<file path="config.mk">
export PLATFORM = sky130hd
export DESIGN_NAME = sector_lock_ctl
export DESIGN_NICKNAME = d
export VERILOG_FILES = /design/src/rtl/lockctl_pkg.sv /design/src/rtl/sector_lock_reg.sv /design/src/rtl/access_gate.sv /design/src/rtl/err_tracker.sv /design/src/rtl/sector_lock_ctl.sv
export SDC_FILE = /design/constraint.sdc
export NUM_CORES = 1
export LEC_CHECK = 0
export ABC_AREA = 1
export BUFFER_PORTS_ARGS = -buffer_cell sky130_fd_sc_hd__buf_2
export CAP_MARGIN = 20
export CORE_ASPECT_RATIO = 0.9
export CORE_MARGIN = 2
export CORE_UTILIZATION = 35
export DETAILED_ROUTE_END_ITERATION = 10
export PLACE_DENSITY = 0.69
export SYNTH_ARGS = -nofsm -noshare
export SYNTH_HDL_FRONTEND = slang
export SYNTH_SLANG_ARGS = --single-unit
</file>
<file path="constraint.sdc">
create_clock -name clk -period 1.3 [get_ports clk]
set_clock_uncertainty 0.2 [all_clocks]
set_input_delay 0.13 -clock clk [delete_from_list [all_inputs] [get_ports clk]]
set_output_delay 0.13 -clock clk [all_outputs]
set_load 0.02 [all_outputs]
</file>
<file path="src/rtl/lockctl_pkg.sv">
package lockctl_pkg;
    // Field order matches the register layout: bit2 read lock, bit1 lock-down, bit0 write lock
    typedef struct packed {
        logic rd_lock;
        logic down;
        logic wr_lock;
    } lock_t;

    localparam int LOCK_W = $bits(lock_t);
    localparam lock_t LOCK_RESET = '{rd_lock: 1'b0, down: 1'b0, wr_lock: 1'b1};

    typedef enum logic {SEC_OPEN, SEC_FROZEN} sec_state_t;
    typedef enum logic {ERR_IDLE, ERR_FLAG} err_state_t;
endpackage

</file>
<file path="src/rtl/sector_lock_reg.sv">
module sector_lock_reg
    import lockctl_pkg::*;
(
    input  logic  clk,
    input  logic  rst_n,
    input  logic  init_n,
    input  logic  wr_en,
    input  lock_t wdata,
    output lock_t q
);
    sec_state_t st, st_nx;
    logic rl_q, wl_q, rl_nx, wl_nx;

    always_ff @(posedge clk or negedge rst_n) begin
        if (!rst_n) begin
            st   <= SEC_OPEN;
            rl_q <= LOCK_RESET.rd_lock;
            wl_q <= LOCK_RESET.wr_lock;
        end else if (!init_n) begin
            st   <= SEC_OPEN;
            rl_q <= LOCK_RESET.rd_lock;
            wl_q <= LOCK_RESET.wr_lock;
        end else begin
            st   <= st_nx;
            rl_q <= rl_nx;
            wl_q <= wl_nx;
        end
    end

    always_comb begin
        st_nx = st;
        rl_nx = rl_q;
        wl_nx = wl_q;
        unique case (st)
            SEC_OPEN: begin
                if (wr_en) begin
                    rl_nx = wdata.rd_lock;
                    wl_nx = wdata.wr_lock;
                    if (wdata.down) st_nx = SEC_FROZEN;
                end
            end
            SEC_FROZEN: begin
                st_nx = SEC_FROZEN;
            end
            default: st_nx = SEC_OPEN;
        endcase
    end

    always_comb begin
        q.rd_lock = rl_q;
        q.down    = (st == SEC_FROZEN);
        q.wr_lock = wl_q;
    end


    frozen_hold_chk: assert property (@(posedge clk) disable iff (!rst_n)
        (q.down && init_n) |=> (q.down && $stable(q)));


    init_clear_chk: assert property (@(posedge clk) disable iff (!rst_n)
        (!init_n) |=> (q == LOCK_RESET));
endmodule

</file>
<file path="src/rtl/access_gate.sv">
module access_gate
    import lockctl_pkg::*;
#(
    parameter int DATA_W = 8
) (
    input  lock_t             cur_lock,
    input  logic              is_top,
    input  logic              tbl_n,
    input  logic              wp_n,
    input  logic [DATA_W-1:0] arr_rdata,
    input  logic              pe_req,
    output logic [DATA_W-1:0] rd_data,
    output logic              pe_go,
    output logic              pe_blocked
);
    logic pin_lock;
    logic wr_eff;

    always_comb begin
        pin_lock   = is_top ? ~tbl_n : ~wp_n;
        wr_eff     = cur_lock.wr_lock | pin_lock;
        rd_data    = cur_lock.rd_lock ? '0 : arr_rdata;
        pe_go      = pe_req & ~wr_eff;
        pe_blocked = pe_req & wr_eff;
    end
endmodule

</file>
<file path="src/rtl/err_tracker.sv">
module err_tracker
    import lockctl_pkg::*;
(
    input  logic clk,
    input  logic rst_n,
    input  logic init_n,
    input  logic hit,
    input  logic clr,
    output logic flag
);
    err_state_t st, st_nx;

    always_ff @(posedge clk or negedge rst_n) begin
        if (!rst_n)       st <= ERR_IDLE;
        else if (!init_n) st <= ERR_IDLE;
        else              st <= st_nx;
    end

    always_comb begin
        st_nx = st;
        unique case (st)
            ERR_IDLE: if (hit) st_nx = ERR_FLAG;
            ERR_FLAG: if (clr && !hit) st_nx = ERR_IDLE;
            default:  st_nx = ERR_IDLE;
        endcase
    end

    always_comb flag = (st == ERR_FLAG);


    err_set_chk: assert property (@(posedge clk) disable iff (!rst_n)
        (hit && init_n) |=> flag);


    err_hold_chk: assert property (@(posedge clk) disable iff (!rst_n)
        (flag && !clr && init_n) |=> flag);
endmodule

</file>
<file path="src/rtl/sector_lock_ctl.sv">
module sector_lock_ctl
    import lockctl_pkg::*;
#(
    parameter int SECTORS = 8,
    parameter int DATA_W  = 8,
    localparam int SEL_W  = $clog2(SECTORS)
) (
    input  logic              clk,
    input  logic              rst_n,
    input  logic              init_n,
    input  logic              tbl_n,
    input  logic              wp_n,
    input  logic              reg_wr,
    input  logic [SEL_W-1:0]  reg_sel,
    input  logic [DATA_W-1:0] reg_wdata,
    output logic [DATA_W-1:0] reg_rdata,
    input  logic [SEL_W-1:0]  acc_sector,
    input  logic [DATA_W-1:0] arr_rdata,
    output logic [DATA_W-1:0] rd_data,
    input  logic              pe_req,
    output logic              pe_go,
    input  logic              clr_sts,
    output logic              lock_err
);
    localparam logic [SEL_W-1:0] TOP_SEC = SEL_W'(SECTORS - 1);

    lock_t locks [SECTORS];
    lock_t wr_val;
    lock_t cur_lock;
    logic  is_top;
    logic  pe_blocked;
    logic  unused_wdata_hi;

    assign wr_val          = reg_wdata[LOCK_W-1:0];
    assign unused_wdata_hi = ^reg_wdata[DATA_W-1:LOCK_W];

    for (genvar g = 0; g < SECTORS; g++) begin : g_sec
        sector_lock_reg u_reg (
            .clk    (clk),
            .rst_n  (rst_n),
            .init_n (init_n),
            .wr_en  (reg_wr && (reg_sel == SEL_W'(g))),
            .wdata  (wr_val),
            .q      (locks[g])
        );
    end

    always_comb begin
        reg_rdata             = '0;
        reg_rdata[LOCK_W-1:0] = locks[reg_sel];
        cur_lock              = locks[acc_sector];
        is_top                = (acc_sector == TOP_SEC);
    end

    access_gate #(.DATA_W(DATA_W)) u_gate (
        .cur_lock   (cur_lock),
        .is_top     (is_top),
        .tbl_n      (tbl_n),
        .wp_n       (wp_n),
        .arr_rdata  (arr_rdata),
        .pe_req     (pe_req),
        .rd_data    (rd_data),
        .pe_go      (pe_go),
        .pe_blocked (pe_blocked)
    );

    err_tracker u_err (
        .clk    (clk),
        .rst_n  (rst_n),
        .init_n (init_n),
        .hit    (pe_blocked),
        .clr    (clr_sts),
        .flag   (lock_err)
    );


    rd_zero_chk: assert property (@(posedge clk) disable iff (!rst_n)
        cur_lock.rd_lock |-> (rd_data == '0));


    top_pin_chk: assert property (@(posedge clk) disable iff (!rst_n)
        (!tbl_n && pe_req && is_top) |-> !pe_go);


    wp_pin_chk: assert property (@(posedge clk) disable iff (!rst_n)
        (!wp_n && pe_req && !is_top) |-> !pe_go);


    hi_bits_chk: assert property (@(posedge clk) disable iff (!rst_n)
        reg_rdata[DATA_W-1:LOCK_W] == '0);
endmodule

</file>
## Word-level counts from Yosys, hierarchy flattened

Index checks and enable logic that the tools add are counted.

| word-level totals | value |
|---|---|
| flip-flop bits (word level) | 25 |
| bits in latches | 0 |
| RAM bits | 0 |
| bits in read-only memories | 0 |
| input port bits | 30 |
| output and inout bits | 18 |
| logic and storage cells | 172 |
| memories | 0 |

| operators by class | value |
|---|---|
| add/subtract/negate cells | 0 |
| multipliers | 0 |
| div/mod/pow operators | 0 |
| $lt $le $gt $ge | 2 |
| eq/ne operators | 24 |
| shift operators | 0 |
| mux-type cells | 85 |
| bitwise logic cells | 17 |
| reductions and logical operators | 19 |

Operators with widths:

| operator | count |
|---|---|
| $mux W1 | 69 |
| $bmux W3 S3 | 2 |
| $pmux W1 S2 | 9 |
| $ne A2 B1 Y1 const B | 8 |
| $ne A2 B2 Y1 const B | 8 |
| $reduce_and A2 Y1 | 8 |
| $eq A3 B3 Y1 const B | 5 |
| $mux W3 | 4 |
| $not A1 Y1 | 12 |
| $logic_and A1 B1 Y1 | 9 |
| $ge A4 B4 Y1 const B | 2 |
| $mux W8 | 1 |
| $not A3 Y4 | 2 |
| $eq A3 B2 Y1 const B | 2 |
| $eq A3 B1 Y1 const B | 1 |
| $logic_not A3 Y1 | 1 |
| $and A1 B1 Y1 | 2 |
| $logic_not A1 Y1 | 1 |
| $or A1 B1 Y1 | 1 |

## Logic depth before layout (Yosys ltp)

Gate-level depths: netlist of the first run.

| depth | value |
|---|---|
| word-level depth | 11 |
| gate-level depth with buffers | 9 |
| gate-level depth less buffers | 9 |

## By module

Synthesis of the first run repeated with hierarchy kept, for this count alone.

| unflattened totals | value |
|---|---|
| cells, all modules | 370 |
| area, all modules | 2172.1 um2 |

By module, submodules not included:

| module | instances | cells an instance | area each (um2) |
|---|---|---|---|
| sector_lock_reg | 8 | 21 | 165.2 |
| sector_lock_ctl | 1 | 170 | 688.2 |
| access_gate | 1 | 26 | 113.9 |
| err_tracker | 1 | 6 | 48.8 |

## Least setup slack after synthesis of the first run

No wires, ideal clock.

| timing | value |
|---|---|
| kind | register to output |
| start | reg g_sec[1].u_reg.rl_q |
| end | out rd_data[0] |
| arrival time | 1046 ps |
| data required time | 970 ps |
| setup slack | -76 ps |
| cell stages (with the launch flop) | 7 |
| buffers on the path | 0 |
| path through | dfrtp_1 inv_1 a21oi_1 o21ai_0 o21ai_1 o21a_4 nor2_2 |

| between the ends | value |
|---|---|
| cells in the longest elaborated chain, start to end | 4 |

RTL lines:

| element | RTL line | RTL |
|---|---|---|
| start: declaration | sector_lock_reg.sv:12 | `logic rl_q, wl_q, rl_nx, wl_nx;` |
| start signal: assignment | sector_lock_reg.sv:17 | `rl_q <= LOCK_RESET.rd_lock;` |
| start signal: assignment | sector_lock_reg.sv:21 | `rl_q <= LOCK_RESET.rd_lock;` |
| start signal: assignment | sector_lock_reg.sv:25 | `rl_q <= rl_nx;` |
| $bmux W3 S3 | sector_lock_ctl.sv:51 | `cur_lock = locks[acc_sector];` |
| $mux W3 (not written as such) (2 in a row) | sector_lock_ctl.sv:51 |  |
| $mux W8 | access_gate.sv:22 | `rd_data = cur_lock.rd_lock ? '0 : arr_rdata;` |
| end: declaration | sector_lock_ctl.sv:19 | `output logic [DATA_W-1:0] rd_data,` |

No other way between the ends. The select of a mux whose other input is x is not followed.

## Worst setup path in the final report of the first run

| timing | value |
|---|---|
| start | reg g_sec[1].u_reg.rl_q |
| end | out rd_data[3] |

The elaborated chain is that of the path after synthesis.

==> results of run 1 <==
-- worst max-delay path, delay by kind of cell, from the launching register on --
kind / cells / cell delay, ns
AND/OR/NAND/NOR: 1 / 0.13
buffers and inverters: 2 / 0.19
AO/OA/AOI/OAI: 4 / 0.49
flip-flops: 1 / 0.40
-- power breakdown --
group          switching (mW)  total, mW  internal (mW)
registers              0.0248      0.859          0.834
clock network           0.262      0.477          0.215
logic                   0.339      0.594          0.255
-- worst max path at each step --
stage	startpoint	end	slack, ns	depth (start not counted)
after CTS	g_sec[1].u_reg.rl_q	rd_data[1]	-0.48	7
final	g_sec[1].u_reg.rl_q	rd_data[3]	-0.51	7
after global placement	g_sec[1].u_reg.rl_q	rd_data[7]	-0.18	7
after floorplan	g_sec[1].u_reg.rl_q	rd_data[0]	-0.07	6
after global routing	g_sec[1].u_reg.rl_q	rd_data[3]	-0.59	7
after detailed placement	g_sec[1].u_reg.rl_q	rd_data[1]	-0.22	7
-- through the flow --
step	std cells	worst slack (ns)	utilization	power, mW	cell area [µm²]
2_1_floorplan	229	-0.0656	-	1.16	1630
3_3_place_gp	341	-0.179	0.452	1.34	1990
3_5_place_dp	341	-0.221	0.452	1.35	1990
4_1_cts	355	-0.478	0.502	1.89	2210
5_1_grt	357	-0.587	0.521	2.03	2290
6_report	357	-0.512	0.521	1.93	2290
-- kinds of logic after synthesis --
family | count (synthesis) | synth area share
buffers and inverters | 48 | 0.132
AND/OR/NAND/NOR | 109 | 0.307
AO/OA/AOI/OAI | 42 | 0.155
flip-flops | 25 | 0.403
other | 1 | 0.00238
-- what timing repair did --
action,in CTS,in global routing
buffers inserted,3,3
hold endpoints to repair,31,0
hold buffers,7,0
setup endpoints to repair,13,24
pin swaps,10,13
gates resized for setup,34,24
-- metal layers --
metal,up-vias,GRT usage
li1,830,-
met1,738,0.241
met2,47,0.308
met3,2,0.0179
met4,0,0.0335
met5,-,0
-- layout by cell type (no fill, tap or decap), types with 7 or more instances in the layout --
cell,synthesis,layout
nand2_1,68,56
buf_2,1,25
inv_1,34,24
buf_4,5,24
nand2_2,8,19
inv_2,7,17
dfrtp_1,17,17
o21ai_1,11,13
buf_6,1,13
nor2_1,11,11
a21oi_1,14,10
nor2_4,1,9
dfstp_2,8,8
dlygate4sd3_1,0,7
-- state kept, by name (all words and copies together), names as in the netlist --
| name | count |
|---|---|
| g_sec.u_reg.rl_q | 8 |
| g_sec.u_reg.st | 8 |
| g_sec.u_reg.wl_q | 8 |
| u_err.flag | 1 |
-- cell type report --
cell class	instances	area (µm²)	share of cell area
Inverter	41	154	0.0671
Sequential cell	25	636	0.277
Clock inverter	1	5.00	0.00218
Timing Repair Buffer	69	522	0.227
Tap cell	62	77.6	0.0338
Multi-Input combinational cell	156	860	0.375
Clock buffer	3	41.3	0.0180
==> flow_summary.ini, run 1 <==
[place]
hpwl_um = 3150
port_buffers = 37
place_congestion = 0.865

[timing]
totalNegativeSetupSlack_ns = -5.27
max_freq_mhz = 552
worst_pin_slew_ns = 0.565
drv_slew = 0
relSlewSlack = 0.623
setup_viol = 13
fin_hold_ws_ns = 0.00419
fin_crit_ns = 1.81
setup_slack_ns = -0.512
period_share = 1.39
rsz0062_at_grt = yes
hold_viol_final = 0

[clock_tree]
clk_path_buf_depth = 2
cts_buffers = 3
clkLatencyLatePin_ns = 0.27
clk_pin_slew_ns = 0.09
htreeDepth = 1
cts_root_buf = clkbuf_8
clock-sinks = 25
cts_tree = built

[detailed_routing]
vias = 1617
antenna_left = 0
met3_length_um = 201
met2_wirelength_um = 2190
drc = 0
via_per_inst = 4.53
wl_per_cell_um = 12.0
dr.pass1.iters = 5
routed_wl_um = 4290
drtIter0Drc = 38
wl_met1_um = 1870
routed.top_layer = met4

[hold_path]
hold_class = input port to flop
hold_depth = 3
hold_start = init_n
hold_end = g_sec[5].u_reg.rl_q

[logic_synthesis]
synth_area_leaders = dfrtp_1, nand2_1, dfstp_2
synth_seq_area_share = 0.403
netlist_top_cells_count = nand2_1, inv_1, dfrtp_1, a21oi_1, nor2_2
syn-cell-area_mm2 = 0.00158
syn_inst = 225
ys_types = 23
avgSynthCellArea_um2 = 7.00
yosys.area.top_type = dfrtp_1
ys_ff_latch = 25
ys_async_sr_fraction = 1.00
synth_edf_count = 0
yosysTopAreaCellShare = 0.270
yosysMostFrequentCell = nand2_1
yosys_warnings = 0
ys.flop_type = dfrtp_1

[outcome]
status = finished with violations
violations = negative setup slack

[worst_setup_path]
r2r_cells = 9
critPathMaxStageDelay_ns = 0.40
r2r_slack_ns = -0.13
start_kind = flop
timing.rr.end = u_err.flag
r2r_start = g_sec[0].u_reg.wl_q
cp_slowest_cell = dfrtp_1
path_cells = inv_2 -> a21oi_2 -> o21ai_1 -> o21ai_1 -> o21a_4 -> nor2_4 -> buf_6
setup.worst_path.class = flop to output port
end_kind = output port
crit_fanout = 8
cp_data_arrival_time_ns = 1.48
crit_top_cell = o21ai_1
cp.required_ns = 0.97

[final_layout]
fin_nets = 326
drive_above_1_share = 0.454
fillCellCount = 408
n_antenna_cell = 0
area_growth_pct = 45.7

[grt]
gr-usage-all-layers = 0.177
grt_pass1_wl_um = 6910
antenna_found_initial = 0
grt_overflow = 0
grt_pass1_vias = 1570
grt_max_degree = 26

[floorplanning]
initial_core_util = 0.358
die_w_um = 74.7
fp-row-count = 23
io_pins = 48
die_area_mm2 = 0.00505
core_mm2 = 0.00440
fp.dieH_um = 67.6

[pwr]
power_density_mw_per_mm2 = 841
p_leak_nw = 1.14
ir_drop_mv = 0.677

[run]
max-cap-violations = 0
No activity file was read; power rests on OpenSTA's default activity.
==> inputs of run 2 (changes only) <==
--- a/config.mk
+++ b/config.mk
@@ -10,9 +10,9 @@
 export CAP_MARGIN = 20
 export CORE_ASPECT_RATIO = 0.9
 export CORE_MARGIN = 2
-export CORE_UTILIZATION = 35
+export CORE_UTILIZATION = 30
 export DETAILED_ROUTE_END_ITERATION = 10
-export PLACE_DENSITY = 0.69
+export PLACE_DENSITY = 0.63
 export SYNTH_ARGS = -nofsm -noshare
 export SYNTH_HDL_FRONTEND = slang
 export SYNTH_SLANG_ARGS = --single-unit
==> run 2 against run 1 <==
Effect of this change: the flow still finishes with violations (negative setup slack); flip-flop and latch count unchanged; clock power down 1%; sequential share of layout area rose by 0.15 points; worst setup slack improved by 0.022 ns; critical endpoint is now rd_data[0]; largest power group unchanged.
==> flow_summary.ini, run 2 (same netlist as run 1, synthesis figures left out) <==
[worst_setup_path]
crit_top_cell = o21ai_1
start_kind = flop
cp.required_ns = 0.97
cp_slowest_cell = dfrtp_1
cp_data_arrival_time_ns = 1.46
r2r_start = g_sec[6].u_reg.wl_q
crit_fanout = 8
path_cells = inv_1 -> a21oi_1 -> o21ai_1 -> o21ai_1 -> o21a_4 -> nor2_4 -> buf_6
critPathMaxStageDelay_ns = 0.38
crit_start = g_sec[1].u_reg.rl_q
setup.worst_path.class = flop to output port
end_kind = output port

[hold_path]
hold_class = input port to flop
hold_start = reg_wdata[2]

[final_layout]
area_growth_pct = 44.9
fillCellCount = 521
drive_above_1_share = 0.437
fin_nets = 324
mostFrequentLayoutCell = nand2_1
final_util = 0.442
largest_registers = g_sec.u_reg.rl_q x8, g_sec.u_reg.st x8, g_sec.u_reg.wl_q x8
final_cell_mix = nand2_1, inv_1, buf_2
n_antenna_cell = 0

[detailed_routing]
dr.pass1.iters = 5
drc = 0
vias = 1613
routed_wl_um = 4330
via_per_inst = 4.48
antenna_left = 0
wl_per_cell_um = 12.0
drtIter0Drc = 108

[clock_tree]
clk_path_buf_depth = 2
clock-sinks = 25
htreeDepth = 1
clkLatencyLatePin_ns = 0.27
cts_tree = built
cts_root_buf = clkbuf_8
cts_buffers = 3
clk_pin_slew_ns = 0.09

[timing]
setup_slack_ns = -0.491
hold_viol_final = 0
fin_crit_ns = 1.79
drv_slew = 0
setup_viol = 13
period_share = 1.38
max_freq_mhz = 558
fin_hold_ws_ns = 0.00732
rsz0062_at_grt = yes

[grt]
antenna_found_initial = 0
grt_pass1_vias = 1577
grt_overflow = 0
grt_pass1_wl_um = 7370
gr-usage-all-layers = 0.161
grt_max_degree = 26

[floorplanning]
fp-row-count = 25
die_w_um = 80.4
io_pins = 48
core_mm2 = 0.00516
die_area_mm2 = 0.00585
initial_core_util = 0.305
fp.dieH_um = 72.7

[place]
place_ws_ns = -0.213
place_congestion = 0.820
hpwl_um = 3280
port_buffers = 37

[pwr]
p_leak_nw = 1.13
power_density_mw_per_mm2 = 835
p_total_mw = 1.91
ir_drop_mv = 0.658

[outcome]
violations = negative setup slack
status = finished with violations

[run]
max-cap-violations = 0
-- run 2: changes by cell type in the layout (fill, tap and decap cells not counted), sizes merged --
cell / before / now
dlygate4sd3: 7 / 6
buf: 62 / 61
-- run 2: worst max-delay path: cells and delay by family (launching register included) --
family | cells | cell delay, ns
flip-flops | 1 | 0.38
AO/OA/AOI/OAI | 4 | 0.51
buffers and inverters | 2 | 0.19
AND/OR/NAND/NOR | 1 | 0.11
-- run 2: final timing paths --
kind	endpoint	slack, ns	cells after the start
max in group asynchronous	g_sec[5].u_reg.wl_q	0.41	3
setup reg to reg	u_err.flag	-0.05	8
min in group asynchronous	g_sec[7].u_reg.st	0.19	3
hold reg to reg	g_sec[2].u_reg.wl_q	0.31	2
setup / recovery	rd_data[0]	-0.49	7
hold / removal	g_sec[5].u_reg.rl_q	0.007	3
-- run 2: power breakdown --
group / internal [mW] / switching (mW) / leakage [nW]
Sequential: 0.834 / 0.0235 / 0.315
Clock: 0.215 / 0.257 / 0.0255
Combinational: 0.245 / 0.334 / 0.795
Total: 1.29 / 0.614 / 1.13
-- run 2: repair_timing --
action                     4_1_cts  5_1_grt
setup buffers                    2        2
hold endpoints to repair        37        0
hold buffers                     6        0
setup endpoints to repair       13       19
pin swaps                       11        7
resized for setup               35       18
-- run 2: per-stage QoR --
step | TNS [ns] | std cells | instance area (µm²)
2_1_floorplan | -0.525 | 229 | 1630
3_3_place_gp | -1.80 | 347 | 2000
3_5_place_dp | -1.99 | 347 | 2000
4_1_cts | -4.98 | 359 | 2230
5_1_grt | -6.18 | 360 | 2280
6_report | -5.11 | 360 | 2280
-- run 2: final cells by class --
class / instances / area (µm²) / area share
Sequential cell: 25 / 636 / 0.279
Clock inverter: 1 / 5.00 / 0.00219
Timing Repair Buffer: 67 / 504 / 0.221
Multi-Input combinational cell: 156 / 858 / 0.376
Tap cell: 67 / 83.8 / 0.0367
Inverter: 41 / 154 / 0.0674
Clock buffer: 3 / 41.3 / 0.0181
-- run 2: routing by layer --
layer  vias up  part of all wire  track usage
met4         0            0.0049       0.0301
met3         2             0.040       0.0260
li1        831                 -            -
met1       745              0.45        0.216
met2        35              0.51        0.276
met5         -                 0            0
==> inputs of run 3 (changes only) <==
--- a/config.mk
+++ b/config.mk
@@ -12,7 +12,7 @@
 export CORE_MARGIN = 2
 export CORE_UTILIZATION = 30
 export DETAILED_ROUTE_END_ITERATION = 10
-export PLACE_DENSITY = 0.63
+export PLACE_DENSITY = 0.61
 export SYNTH_ARGS = -nofsm -noshare
 export SYNTH_HDL_FRONTEND = slang
 export SYNTH_SLANG_ARGS = --single-unit
==> constraint.sdc (replaced) <==
create_clock -name clk -period 1.85 [get_ports clk]
set_clock_uncertainty 0.2 [all_clocks]
set_input_delay 0.185 -clock clk [delete_from_list [all_inputs] [get_ports clk]]
set_output_delay 0.185 -clock clk [all_outputs]
set_load 0.02 [all_outputs]
==> run 3 against run 2 <==
Effect of this change: the flow still finishes with violations (negative setup slack); combinational power down 42%; critical path depth unchanged; clock power down 30%; cell area down 12%; core utilization down 5.5 points; flip-flop and latch count unchanged; die area unchanged; via count down 5.4%; wire length down 7.7%; count of clock-buffer cells in the layout up 1; worst setup slack better by 0.45 ns; final cell count down 6.4%; highest routed layer unchanged.
==> flow_summary.ini, run 3 (same netlist as run 1, synthesis figures left out) <==
[outcome]
status = finished with violations
violations = negative setup slack

[detailed_routing]
routed_wl_um = 3990
drc = 0
via_per_inst = 4.53
wl_per_cell_um = 11.8
drtIter0Drc = 51
vias = 1526
antenna_left = 0
dr.pass1.iters = 4

[worst_setup_path]
critPathMaxStageDelay_ns = 0.41
setup.worst_path.class = flop to output port
crit_top_cell = o21ai_1
critical_path.top_delay_family = compound AO/OA/AOI/OAI gates
crit_start = g_sec[1].u_reg.rl_q
start_kind = flop
end_kind = output port
r2r_start = g_sec[1].u_reg.wl_q
path_cells = inv_2 -> a21oi_2 -> o21ai_1 -> o21ai_1 -> o21a_4 -> nor2_4 -> buf_6
cp_slowest_cell = dfrtp_1
crit_fanout = 8
cp_data_arrival_time_ns = 1.50
cp.required_ns = 1.46
critPathBufInv = 2

[clock_tree]
htreeDepth = 1
clock-sinks = 25
cts_root_buf = clkbuf_8
cts_tree = built
clkLatencyLatePin_ns = 0.27
cts_buffers = 3
clk_pin_slew_ns = 0.09
clk_path_buf_depth = 2

[floorplanning]
core_mm2 = 0.00516
fp.dieH_um = 72.7
io_pins = 48
initial_core_util = 0.305
fp-row-count = 25
die_area_mm2 = 0.00585
die_w_um = 80.4

[timing]
drv_slew = 0
setup_slack_ns = -0.0390
period_share = 1.02
worst_pin_slew_ns = 0.576
fin_crit_ns = 1.89
max_freq_mhz = 529
setup_viol = 8
hold_viol_final = 0
rsz0062_at_grt = yes
relSlewSlack = 0.616

[hold_path]
hold_start = init_n
hold_class = input port to flop

[run]
max-cap-violations = 0

[final_layout]
final_util = 0.387
area_growth_pct = 26.8
stdcell_count = 337
fin_nets = 301
final_cell_mix = nand2_1, inv_1, buf_2
n_antenna_cell = 0
largest_registers = g_sec.u_reg.rl_q x8, g_sec.u_reg.st x8, g_sec.u_reg.wl_q x8
drive_above_1_share = 0.319
mostFrequentLayoutCell = nand2_1

[grt]
gr-usage-all-layers = 0.139
antenna_found_initial = 0
grt_pass1_wl_um = 6380
grt_max_degree = 26
grt_pass1_vias = 1417
grt_overflow = 0

[place]
placed_cells = 327
hpwl_um = 3000
port_buffers = 37
place_congestion = 0.833

[pwr]
ir_drop_mv = 0.326
power_density_mw_per_mm2 = 636
p_leak_nw = 0.997
run 3: cell types whose count changed in the layout (fill, tap and decap cells not counted), sizes merged:
cell         delta
buf            -20
clkbuf          +1
dlygate4sd3     -3
clkinv          -1
run 3: metal layers:
metal	global-route usage	up-vias	part of all wire
met1	0.191	719	0.47
met2	0.243	21	0.50
met4	0.0226	0	0.0043
li1	-	784	-
met5	0	-	0
met3	0.0149	2	0.027
run 3: layout make-up:
type / instances / area [µm²]
sequential: 25 / 636
tap: 67 / 83.8
clock buffer: 4 / 45.0
inverter: 41 / 154
timing repair buffer: 44 / 298
multi-input combinational: 156 / 782
fill: 560 / 3160
run 3: final timing paths:
kind	end	slack, ns	depth (start not counted)
max reg2reg	u_err.flag	0.49	8
min	g_sec[4].u_reg.wl_q	0.003	3
max in group asynchronous	g_sec[4].u_reg.wl_q	0.81	2
max	rd_data[1]	-0.04	7
min in group asynchronous	g_sec[3].u_reg.st	0.25	2
min reg2reg	g_sec[3].u_reg.wl_q	0.32	2
run 3: per-stage QoR:
step | power [mW] | worst slack, ns | hold slack (ns) | TNS [ns] | cell area, µm²
2_1_floorplan | 0.800 | 0.419 | -0.311 | 0 | 1590
3_3_place_gp | 0.896 | 0.293 | 0.0107 | 0 | 1810
3_5_place_dp | 0.899 | 0.275 | 0.0153 | 0 | 1810
4_1_cts | 1.24 | -0.00709 | 0.00259 | -0.00834 | 1910
5_1_grt | 1.33 | -0.107 | 0.0300 | -0.796 | 2000
6_report | 1.27 | -0.0390 | 0.00295 | -0.214 | 2000
run 3: what timing repair did:
| item | in CTS | in global routing |
|---|---|---|
| setup buffers | 0 | 3 |
| setup endpoints to repair | 8 | 9 |
| resized for setup | 9 | 18 |
| hold buffers | 3 | 0 |
| hold endpoints to repair | 18 | 0 |
| pin swaps | 0 | 4 |
run 3: worst min-delay path, stage by stage:
cell	delay, ns
buf_2	0.13
nand2_2	0.09
a21oi_1	0.07
run 3: power by group:
part	switching, mW	leakage [nW]	internal, mW
clock network	0.178	0.0228	0.154
registers	0.0148	0.315	0.586
logic	0.212	0.660	0.126
